**src/rtl/eprom_rd_ctrl.sv**
```systemverilog
module eprom_rd_ctrl #(
  parameter int NUM_DEV     = 3,
  parameter int HOST_AW     = 17,
  parameter int DEV_AW      = 15,
  parameter int DW          = 8,
  parameter int SPEED_GRADE = 0,
  parameter int CLK_NS      = 8
) (
  input  logic               clk,
  input  logic               rst_n,
  input  logic               req,
  input  logic [HOST_AW-1:0] addr,
  output logic               ready,
  output logic [DW-1:0]      rdata,
  output logic               err,
  output logic [DEV_AW-1:0]  mem_addr,
  output logic [NUM_DEV-1:0] mem_ce_n,
  output logic               mem_oe_n,
  input  logic [DW-1:0]      mem_data
);

  localparam int SEL_W = HOST_AW - DEV_AW;

  function automatic int grade_ns(input int g, input int kind);
    int acc, oe, flt;
    case (g)
      0:       begin acc = 45; oe = 25; flt = 25; end
      1:       begin acc = 60; oe = 30; flt = 30; end
      2:       begin acc = 70; oe = 35; flt = 30; end
      default: begin acc = 80; oe = 40; flt = 30; end
    endcase
    return (kind == 0) ? acc : (kind == 1) ? oe : flt;
  endfunction

  localparam int ACC_CYC  = (grade_ns(SPEED_GRADE, 0) + CLK_NS - 1) / CLK_NS;
  localparam int OE_CYC   = (grade_ns(SPEED_GRADE, 1) + CLK_NS - 1) / CLK_NS;
  localparam int FLT_CYC  = (grade_ns(SPEED_GRADE, 2) + CLK_NS - 1) / CLK_NS;
  localparam int HOLD_CYC = (ACC_CYC > OE_CYC) ? ACC_CYC : OE_CYC;
  localparam int LEAD_CYC = HOLD_CYC - OE_CYC;
  localparam int CW       = $clog2(HOLD_CYC + FLT_CYC + 1) + 1;

  logic              busy;
  logic [CW-1:0]     cnt;
  logic [CW-1:0]     flt_cnt;
  logic [SEL_W-1:0]  cur_dev;
  logic [SEL_W-1:0]  last_dev;
  logic              have_last;
  logic [DEV_AW-1:0] addr_q;

  wire [SEL_W-1:0] req_dev    = addr[HOST_AW-1:DEV_AW];
  wire             in_range   = (32'(req_dev) < NUM_DEV);
  wire             must_float = have_last && (req_dev != last_dev) && (flt_cnt != '0);
  wire             fresh      = !busy && req && !ready;
  wire             start      = fresh && in_range && !must_float;
  wire             reject     = fresh && !in_range;
  wire             last_cyc   = busy && (cnt == CW'(HOLD_CYC - 1));

  always_ff @(posedge clk or negedge rst_n) begin
    if (!rst_n) begin
      busy      <= 1'b0;
      cnt       <= '0;
      flt_cnt   <= '0;
      cur_dev   <= '0;
      last_dev  <= '0;
      have_last <= 1'b0;
      addr_q    <= '0;
      ready     <= 1'b0;
      err       <= 1'b0;
      rdata     <= '0;
    end else begin
      ready <= 1'b0;
      err   <= 1'b0;
      if (flt_cnt != '0) flt_cnt <= flt_cnt - 1'b1;
      if (start) begin
        busy    <= 1'b1;
        cnt     <= '0;
        cur_dev <= req_dev;
        addr_q  <= addr[DEV_AW-1:0];
      end else if (last_cyc) begin
        busy      <= 1'b0;
        ready     <= 1'b1;
        rdata     <= mem_data;
        last_dev  <= cur_dev;
        have_last <= 1'b1;
        flt_cnt   <= CW'(FLT_CYC);
      end else if (busy) begin
        cnt <= cnt + 1'b1;
      end
      if (reject) begin
        ready <= 1'b1;
        err   <= 1'b1;
        rdata <= '0;
      end
    end
  end

  for (genvar i = 0; i < NUM_DEV; i++) begin : g_ce
    assign mem_ce_n[i] = !(busy && (cur_dev == SEL_W'(i)));
  end

  assign mem_oe_n = !(busy && (cnt >= CW'(LEAD_CYC)));
  assign mem_addr = addr_q;

endmodule

```
**config.mk**
```make
export PLATFORM = sky130hd
export DESIGN_NAME = eprom_rd_ctrl
export DESIGN_NICKNAME = d
export VERILOG_FILES = /design/src/rtl/eprom_rd_ctrl.sv
export SDC_FILE = /design/constraint.sdc
export NUM_CORES = 1
export LEC_CHECK = 0
export CORE_ASPECT_RATIO = 0.6
export CORE_MARGIN = 4
export CORE_UTILIZATION = 45
export DETAILED_ROUTE_END_ITERATION = 10
export MAX_ROUTING_LAYER = met4
export PLACE_DENSITY = 0.82
export SLEW_MARGIN = 10
export SYNTH_ARGS = -nofsm -noshare
export SYNTH_HDL_FRONTEND = slang
export SYNTH_SLANG_ARGS = --single-unit
```
**constraint.sdc**
```tcl
create_clock -name clk -period 2.83 [get_ports clk]
set_clock_uncertainty 0.1 [all_clocks]
set_input_delay 0.566 -clock clk [delete_from_list [all_inputs] [get_ports clk]]
set_output_delay 0.566 -clock clk [all_outputs]
set_load 0.005 [all_outputs]
```
==> qor.csv, run 1 <==
stage,metric,value,unit
floorplan,dieHeight,56.7,um
cts,post_cts_resized,0,
worst_setup_path,startpoint_type,flop,
global_route,antenna_found_initial,0,
route,drc,0,
global_route,grt_overflow,0,
final_layout,diodes,0,
cts,clkTransAtPathRegs,0.07,ns
worst_setup_path,crit_chain,inv_1 > ha_1 > nor3_1 > nand2_1 > nand2_1 > clkdlybuf4s50_1,
cts,cts_hold_buf,0,
route,wl,3.95,mm
worst_setup_path,r2r_cells,6,
worst_setup_path,cp-end-kind,output pin,
worst_setup_path,crit_top_cell,nand2_1,
min_path,hp-class,input port to asynchronous set/reset pin,
yosys,synth_edf_count,0,
global_route,grt_pass1_wl,6.69,mm
placed_design,hpwlAfterDp,2.91,mm
floorplan,dieArea,0.00505,mm2
cts,clock_sinks,41,
route,drtPass1Iterations,4,
yosys,netlist_top_cells_area,"dfrtp_1 (58%), mux2_4 (7.6%), mux2_2 (7.0%)",
cts,clk_latency,0.29,ns
power_and_ir_drop,irDropWorstVdd,0.000492,V
sta,final.min_clock_period,2.49,ns
worst_setup_path,crit_arrival,1.82,ns
yosys,yosys.area.top_type,dfrtp_1,
floorplan,die_w,89.1,um
global_route,grt_max_degree,42,
cts,cts_setup_buffers,0,
sta,fin_crit_sh,88.0,%
power_and_ir_drop,p_leak,1.13,nW
placed_design,dpl_cell_area,0.00237,mm2
power_and_ir_drop,power_density,1070,mW/mm2
yosys,synth_common_cells,"dfrtp_1 (41), mux2_2 (11), mux2_4 (9), nand2_1 (9)",
sta,tightest_slew,0.879,ns
yosys,synth_adder_area_share,2.82,%
yosys,synth-simple-area-share,10.1,%
yosys,async_reset_ff_share,100,%
worst_setup_path,cp_top_family,buffers and inverters,
run_status,status,"complete, no violations",
worst_setup_path,cpPeakStageDelay,0.49,ns
yosys,avgSynthCellArea,13.4,um2
floorplan,fp-row-count,17,
yosys,seq_area_frac_synth,57.7,%
route,wl_per_cell,16.4,um
power_and_ir_drop,switching_share,31.8,%
sta,report.final.setup_viol,0,
route,vias,1253,
worst_setup_path,crit_cells,6,
route,drtIter0Drc,39,
flow_run,max_cap_violations,0,
sta,drv_slew,0,
cts,clock_path_buffers,2,
worst_setup_path,slowest_stage,clkdlybuf4s50_1,
route,postRouteAntennaNets,0,
sta,relSlewSlack,41.4,%
yosys,ys_warn_count,0,
yosys,synth_top_area_share,57.7,%
power_and_ir_drop,seqPwrFrac,40.2,%
worst_setup_path,cp_max_fo,4,
yosys,synth_top_family_by_area,multiplexers,
placed_design,io_buffers,56,
yosys,syn_nets,165,
yosys,synth_compound_gate_area_share,9.01,%
cts,htree_levels,2,
sta,rsz0062_at_grt,false,
cts,root_buffer,clkbuf_8,
sta,whs,0.298,ns
worst_setup_path,path_class,flop to output pin,
cts,cts_tree,built,
global_route,grt_pass1_vias,1402,
yosys,yosysMostFrequentCell,dfrtp_1,
sta,fmax,0.402,GHz
yosys,netlist_instances,133,
route,vias_per_cell,5.20,
sta,setup-tns-final,0,ns
power_and_ir_drop,clkPwrFrac,15.4,%
yosys,synthXorXnorAreaFrac,2.96,%
final_layout,layout-drive-gt1-share,19.1,%
floorplan,start_util,47.5,%
cts,cts_buffers,5,
yosys,ys_types,30,
floorplan,core_area,0.00374,mm2
final_layout,fin_area,0.00247,mm2
yosys,synth_mux_area_share,14.6,%
final_layout,finalNetCount,225,
floorplan,num_io_pins,57,
placed_design,place_congestion,0.760,
yosys,synthesis.area,0.00178,mm2
power_and_ir_drop,p_total,2.65,mW
yosys,synth-main-ff-cell,dfrtp_1,
power_and_ir_drop,comb_power_share,44.4,%
global_route,grtUsageTotal,17.9,%
power_and_ir_drop,p_sw,841,uW
power_and_ir_drop,internal_power,1.80,mW
worst_setup_path,crit_buf_inv,2,
worst_setup_path,critical_path_required,2.16,ns
yosys,ys_seq_elements,41,
sta,hold_viol,0,
final_layout,area_growth,39.0,%
power by group through the flow:
stage | logic (mW) | clock network (mW) | registers [mW]
floorplan | 0.662 | 0 | 1.02
global placement | 1.12 | 0 | 1.04
detailed placement | 1.19 | 0 | 1.06
CTS | 1.19 | 0.418 | 1.06
global route | 1.29 | 0.448 | 1.10
finish | 1.17 | 0.408 | 1.06
state kept, by name (all words and copies together), names as in the netlist, 2 cells and up:
name      count
flt_cnt       5
cur_dev       2
rdata         8
last_dev      2
cnt           5
mem_addr     15
placed cells by master, fill, tap and decap left out, types with 4 or more instances in the layout:
cell             count
ha_1                 4
nand2_1              9
inv_1                5
clkdlybuf4s50_1     55
nor2_1               8
xor2_1               4
nor3_1               4
a21oi_1              6
dfrtp_1             41
mux2_2              11
a22o_1               8
clkbuf_8             7
mux2_4               9
final timing paths:
path                        startpoint          end  slack (ns)
hold / removal                   rst_n         busy        0.30
setup reg to reg            flt_cnt[0]  mem_addr[9]        0.57
min in group clk           mem_addr[5]  mem_addr[5]        0.40
hold reg to reg            mem_addr[5]  mem_addr[5]        0.40
max in group asynchronous        rst_n  last_dev[1]        1.78
setup / recovery                cnt[0]     mem_oe_n        0.34
per-stage QoR:
step / setup WS, ns / util, % / std cells
3_3_place_gp: 0.337 / 63.3 / 233
6_report: 0.340 / 66.0 / 241
5_1_grt: 0.195 / 66.0 / 241
2_1_floorplan: 0.742 / - / 133
3_5_place_dp: 0.279 / 63.3 / 233
4_1_cts: 0.315 / 66.0 / 241
cells by family (layout without fill, tap and decap cells):
group                      after synthesis  in the layout
DFF                                     41             41
and+or+nand+nor                         32             32
AOI/OAI and AO/OA                       21             21
muxes                                   20             20
xor gates and xnor gates                 6              6
buffers and inverters                    9             70
adders and majority gates                4              4
cell type report:
class / count / area, um2
tap: 47 / 58.8
inverter: 5 / 18.8
fill: 278 / 1270
multi-input combinational: 83 / 702
sequential: 41 / 1030
clock inverter: 1 / 5.00
clock buffer: 7 / 96.3
timing repair buffer: 57 / 563
per-layer routing:
| metal | GRT usage [%] | share of wire (%) | routed length [um] | vias up |
|---|---|---|---|---|
| met3 | 6.16 | 7.6 | 301 | 6 |
| met1 | 23.6 | 46 | 1830 | 612 |
| met4 | 4.88 | 0.96 | 38 | 0 |
| li1 | - | - | - | 587 |
| met2 | 26.5 | 45 | 1780 | 48 |
| met5 | - | 0 | 0 | - |
Power figures use the tool's default switching activity.
==> run 2: changes to the inputs <==
--- a/config.mk
+++ b/config.mk
@@ -11,6 +11,7 @@
 export DETAILED_ROUTE_END_ITERATION = 10
 export MAX_ROUTING_LAYER = met4
 export PLACE_DENSITY = 0.82
+export SETUP_SLACK_MARGIN = 0.5
 export SLEW_MARGIN = 10
 export SYNTH_ARGS = -nofsm -noshare
 export SYNTH_HDL_FRONTEND = slang
==> run 2 against run 1 <==
Hold slack improved by 0.0014 ns. Via count increased by 2.0%. Sequential cell count unchanged. Wire length increased by 3.3%. Setup slack improved by 0.29 ns. Largest cell class unchanged. Largest power group unchanged. Combinational power increased by 8%. Count of clock-buffer cells in the layout unchanged. Cell count increased by 2.1%. Fmax increased by 13%. Non-clock buffer count increased by 5.
==> qor.csv, run 2 (same netlist as run 1, synthesis figures left out) <==
stage,metric,value,unit,change
sta,setup-tns-final,0,ns,unchanged
floorplan,core_area,0.00374,mm2,unchanged
global_route,grt_pass1_wl,6.82,mm,+2.0%
route,drtIter0Drc,36,,-7.7%
cts,cts_buffers,5,,unchanged
sta,tightest_slew,0.883,ns,+0.00478 ns
route,vias_per_cell,5.20,,about the same
sta,drv_slew,0,,unchanged
final_layout,diodes,0,,unchanged
final_layout,nFillCells,272,,-2.2%
worst_setup_path,critical_path_required,2.90,ns,+0.74 ns
sta,fmax,0.455,GHz,+13%
route,wl,4.08,mm,+3.3%
placed_design,hpwlAfterDp,2.91,mm,unchanged
worst_setup_path,cpPeakStageDelay,0.45,ns,-0.04 ns
route,vias,1278,,+2.0%
global_route,grt_max_degree,42,,unchanged
global_route,grt_overflow,0,,unchanged
worst_setup_path,r2r_cells,7,,+1
worst_setup_path,crit_buf_inv,2,,unchanged
route,wl_per_cell,16.6,um,+1.2%
worst_setup_path,crit_path_start,req,,
placed_design,place_congestion,0.760,,unchanged
sta,final.min_clock_period,2.20,ns,-0.290 ns
sta,fin_crit_sh,77.7,%,-10 points
min_path,hp-class,input port to asynchronous set/reset pin,,
floorplan,num_io_pins,57,,unchanged
floorplan,fp-row-count,17,,unchanged
worst_setup_path,slowest_stage,clkdlybuf4s50_1,,
final_layout,stdcell_count,246,,+2.1%
final_layout,largest_register_ffs,15,,unchanged
run_status,status,"complete, no violations",,
final_layout,finalNetCount,230,,+2.2%
final_layout,layout-drive-gt1-share,22.6,%,+3.5 points
cts,root_buffer,clkbuf_8,,
power_and_ir_drop,p_sw,866,uW,+3.0%
route,postRouteAntennaNets,0,,unchanged
global_route,antenna_found_initial,0,,unchanged
cts,cts_tree,built,,
placed_design,io_buffers,56,,unchanged
worst_setup_path,crit_chain,clkdlybuf4s50_1 > or3b_4 > a21oi_2 > nand2_4 > buf_12 > mux2_4,,
power_and_ir_drop,power_density,1070,mW/mm2,+0.30%
worst_setup_path,rr_startpoint,flt_cnt[0],,
worst_setup_path,cp_top_family,buffers and inverters,,
sta,hold_viol,0,,unchanged
sta,rsz0062_at_grt,false,,
cts,cts_hold_buf,0,,unchanged
power_and_ir_drop,comb_power_share,46.5,%,+2.1 points
worst_setup_path,path_class,input port to flop,,
power_and_ir_drop,irDropWorstVdd,0.000503,V,+2.3%
final_layout,final_common_cell,clkdlybuf4s50_1,,
sta,report.final.setup_viol,0,,unchanged
final_layout,area_growth,42.3,%,
global_route,grtUsageTotal,18.4,%,+0.44 points
cts,clock_sinks,41,,unchanged
worst_setup_path,startpoint_type,input port,,
floorplan,start_util,47.5,%,unchanged
worst_setup_path,crit_arrival,2.27,ns,+0.45 ns
power_and_ir_drop,seqPwrFrac,38.5,%,-1.7 points
cts,htree_levels,2,,unchanged
power_and_ir_drop,p_leak,1.16,nW,+2.9%
route,drc,0,,unchanged
worst_setup_path,rrSetupSlack,0.64,ns,+0.07 ns
power_and_ir_drop,internal_power,1.85,mW,+2.5%
flow_run,max_cap_violations,0,,unchanged
power_and_ir_drop,clkPwrFrac,15.0,%,-0.4 points
floorplan,dieArea,0.00505,mm2,unchanged
global_route,grt_pass1_vias,1434,,+2.3%
cts,clock_path_buffers,2,,unchanged
final_layout,fin_util,67.5,%,+1.5 points
placed_design,dpl.cell_count,233,,unchanged
sta,relSlewSlack,41.1,%,-0.32 points
route,drtPass1Iterations,4,,unchanged
floorplan,dieHeight,56.7,um,unchanged
worst_setup_path,reg2reg_to,mem_addr[9],,
cts,clkTransAtPathRegs,0.07,ns,about the same
worst_setup_path,cp_max_fo,18,,+14
final_layout,layout_common_cells,"clkdlybuf4s50_1 (53), dfrtp_1 (40), mux2_2 (11)",,
cts,clk_latency,0.29,ns,about the same
power_and_ir_drop,switching_share,31.9,%,+0.12 points
worst_setup_path,cp-end-kind,flop,,
floorplan,die_w,89.1,um,unchanged
[run 2: repair_timing]
| item | 4_1_cts | 5_1_grt |
|---|---|---|
| pin swaps | 0 | 1 |
| resized for setup | 4 | 1 |
| cloned | 0 | 0 |
| setup endpoints to repair | 2 | 18 |
| setup buffers | 4 | 1 |
[run 2: how the worst max path moves through the flow]
| stage | end | slack [ns] | depth (start not counted) |
|---|---|---|---|
| after floorplan | cur_dev[1] | 0.74 | 7 |
| after global placement | mem_addr[12] | 0.34 | 5 |
| after detailed placement | mem_addr[14] | 0.28 | 5 |
| after CTS | mem_ce_n[0] | 0.51 | 2 |
| after global routing | cnt[1] | 0.53 | 8 |
| final | mem_addr[9] | 0.63 | 6 |
[run 2: power by group through the flow]
stage               Combinational (mW)  Sequential (mW)  Clock, mW
finish                            1.26             1.04      0.407
global route                      1.38             1.08      0.448
CTS                               1.26             1.04      0.418
detailed placement                1.19             1.06          0
global placement                  1.12             1.04          0
floorplan                        0.662             1.02          0
[run 2: per-stage QoR]
stage	setup WS [ns]	cell area, um2	hold slack, ns	total power, mW
floorplan	0.742	1780	0.170	1.69
global placement	0.337	2370	0.376	2.17
detailed placement	0.279	2370	0.391	2.25
CTS	0.507	2500	0.325	2.72
global route	0.532	2530	0.374	2.91
finish	0.630	2530	0.299	2.72
[run 2: routing by layer]
metal,wire [um],track usage [%],vias up
met3,314,6.16,6
met4,44,5.52,0
met1,1870,24.0,626
met5,0,-,-
li1,-,-,597
met2,1850,27.2,49
[run 2: cell type report]
cell class	count	area (um2)	area share, %
clock buffers	7	96.3	3.81
clock inverters	1	5.00	0.198
inverters	5	18.8	0.743
multi-input cells	83	707	28.0
flip-flops and latches	41	1030	40.6
well taps	47	58.8	2.33
repair buffers	62	614	24.3
==> run 3: changes to the inputs <==
--- a/config.mk
+++ b/config.mk
@@ -7,10 +7,10 @@
 export LEC_CHECK = 0
 export CORE_ASPECT_RATIO = 0.6
 export CORE_MARGIN = 4
-export CORE_UTILIZATION = 45
+export CORE_UTILIZATION = 41
 export DETAILED_ROUTE_END_ITERATION = 10
 export MAX_ROUTING_LAYER = met4
-export PLACE_DENSITY = 0.82
+export PLACE_DENSITY = 0.79
 export SETUP_SLACK_MARGIN = 0.5
 export SLEW_MARGIN = 10
 export SYNTH_ARGS = -nofsm -noshare
==> constraint.sdc (replaced) <==
create_clock -name clk -period 1.83 [get_ports clk]
set_clock_uncertainty 0.1 [all_clocks]
set_input_delay 0.366 -clock clk [delete_from_list [all_inputs] [get_ports clk]]
set_output_delay 0.366 -clock clk [all_outputs]
set_load 0.005 [all_outputs]
==> run 3 against run 2 <==
The run now ends with negative setup slack left. Count of clock-buffer cells in the layout is the same. Cell count grew 24%. Non-clock buffer count is 42 higher. Setup slack lost 0.80 ns. Critical path depth fell by 1. First-iteration DRC count rose by 19%. Via count increased by 16%. Final area grew 17%. Combinational power grew 120%. Core utilization is 3.6 points higher. Sequential power increased by 54%. Global-route usage grew 0.46 points. Largest cell class unchanged. Highest routed layer unchanged.
==> qor.csv, run 3 (same netlist as run 1, synthesis figures left out) <==
stage,metric,value,unit,change
run_status,status,finished with violations,,
run_status,violations,negative setup slack,,
cts,cts_tree,built,,
sta,hold_viol,0,,unchanged
cts,clock_path_buffers,2,,unchanged
power_and_ir_drop,irDropWorstVdd,0.000809,V,+61%
placed_design,hpwlAfterDp,3.19,mm,+9.3%
power_and_ir_drop,p_leak,1.44,nW,+24%
global_route,grt_overflow,0,,unchanged
floorplan,fp-row-count,18,,+1
worst_setup_path,cp-end-kind,flop,,
min_path,hp-class,input port to asynchronous set/reset pin,,
cts,cts_hold_buf,0,,unchanged
cts,htree_levels,2,,unchanged
final_layout,area_growth,65.8,%,
final_layout,stdcell_count,305,,+24%
final_layout,largest_register_ffs,15,,unchanged
worst_setup_path,cp_max_fo,5,,-13
final_layout,finalNetCount,276,,+20%
floorplan,dieArea,0.00549,mm2,+8.6%
final_layout,final_common_cell,dfrtp_1,,
sta,worst_slack,-0.169,ns,-0.799 ns
final_layout,diodes,0,,unchanged
floorplan,die_w,93.0,um,+4.3%
cts,root_buffer,clkbuf_8,,
sta,report.final.setup_viol,27,,+27
floorplan,dieHeight,59.0,um,+4.1%
cts,cts_buffers,5,,unchanged
route,drtPass1Iterations,4,,unchanged
route,drc,0,,unchanged
floorplan,start_util,42.9,%,-4.6 points
cts,clk_latency,0.29,ns,about the same
sta,fmax,0.500,GHz,
placed_design,dpl.cell_count,265,,+14%
cts,clkTransAtPathRegs,0.08,ns,about the same
power_and_ir_drop,power_density,1750,mW/mm2,+63%
floorplan,num_io_pins,57,,unchanged
sta,drv_slew,0,,unchanged
worst_setup_path,critical_path_required,1.90,ns,-1.00 ns
placed_design,place_ws,-0.401,ns,-0.679 ns
route,postRouteAntennaNets,0,,unchanged
sta,rsz0062_at_grt,true,,
cts,clock_sinks,41,,unchanged
sta,fin_crit_sh,109,%,
route,vias_per_cell,4.86,,-6.4%
floorplan,core_area,0.00414,mm2,+11%
worst_setup_path,startpoint_type,flop,,
route,drtIter0Drc,43,,+19%
route,wl_per_cell,16.6,um,-0.21%
final_layout,layout-drive-gt1-share,53.9,%,+31 points
sta,relSlewSlack,65.8,%,+25 points
placed_design,place_congestion,0.772,,+1.6%
global_route,grt_pass1_wl,7.76,mm,+14%
route,vias,1483,,+16%
flow_run,max_cap_violations,0,,unchanged
global_route,antenna_found_initial,0,,unchanged
final_layout,layout_common_cells,"dfrtp_1 (41), buf_4 (35), buf_2 (28)",,
worst_setup_path,crit_arrival,2.07,ns,-0.20 ns
worst_setup_path,path_class,flop to flop,,
placed_design,io_buffers,56,,unchanged
global_route,grtUsageTotal,18.8,%,+0.46 points
global_route,grt_pass1_vias,1605,,+12%
route,wl,5.05,mm,+24%
global_route,grt_max_degree,42,,unchanged
sta,tightest_slew,0.513,ns,-0.370 ns
sta,final.min_clock_period,2.00,ns,
==> run 3: cell type report <==
type	count	area (um2)
well taps	60	75.1
clock inverters	1	30.0
inverters	5	21.3
fillers	305	1200
clock buffers	7	86.3
flip-flops and latches	41	1030
multi-input cells	87	883
repair buffers	104	825
==> run 3: per-stage QoR <==
step / instance area (um2) / TNS (ns) / hold WS (ns) / total power, mW / util, %
global route: 2950 / -4.72 / 0.0808 / 5.50 / 71.1
floorplan: 1860 / -2.54 / -0.0296 / 2.76 / -
CTS: 2840 / -2.76 / 0.0505 / 4.91 / 68.6
global placement: 2590 / -5.87 / 0.345 / 3.75 / 62.6
detailed placement: 2590 / -7.24 / 0.358 / 3.88 / 62.6
finish: 2950 / -3.13 / 0.0370 / 5.16 / 71.1
==> run 3: final timing paths <==
path	slack, ns	from	to	depth (start not counted)
max	-0.17	busy	cur_dev[1]	5
min	0.04	rst_n	rdata[6]	2
max reg2reg	-0.17	busy	cur_dev[1]	5
min reg2reg	0.41	rdata[3]	rdata[3]	1
max in group asynchronous	1.24	rst_n	cur_dev[1]	2
min in group clk	0.41	rdata[3]	rdata[3]	1
==> run 3: power by group <==
| group | switching [mW] | leakage, nW | internal, mW |
|---|---|---|---|
| sequential | 0.286 | 0.504 | 1.31 |
| clock | 0.303 | 0.0585 | 0.445 |
| combinational | 1.16 | 0.876 | 1.66 |
==> run 3: worst max-delay path, cell delays in order (launching register included) <==
cell and delay, ns:
dfrtp_1 0.40, buf_6 0.13, or3b_4 0.42, a21oi_4 0.36, nand2_4 0.14, mux2_4 0.32
==> run 3: what timing repair did <==
action / 4_1_cts / 5_1_grt
gates cloned: 5 / 0
endpoints found under the setup margin: 69 / 46
gates resized for setup: 137 / 11
buffers inserted: 17 / 10
pin swaps: 6 / 13
==> run 3: per-layer routing <==
| metal | track usage, % | share of wire, % | up-vias | wire, um |
|---|---|---|---|---|
| li1 | - | - | 699 | - |
| met1 | 23.2 | 44 | 726 | 2220 |
| met2 | 31.5 | 50 | 48 | 2520 |
| met3 | 4.82 | 4.8 | 10 | 243 |
| met4 | 4.80 | 1.5 | 0 | 78 |
| met5 | - | 0 | - | 0 |
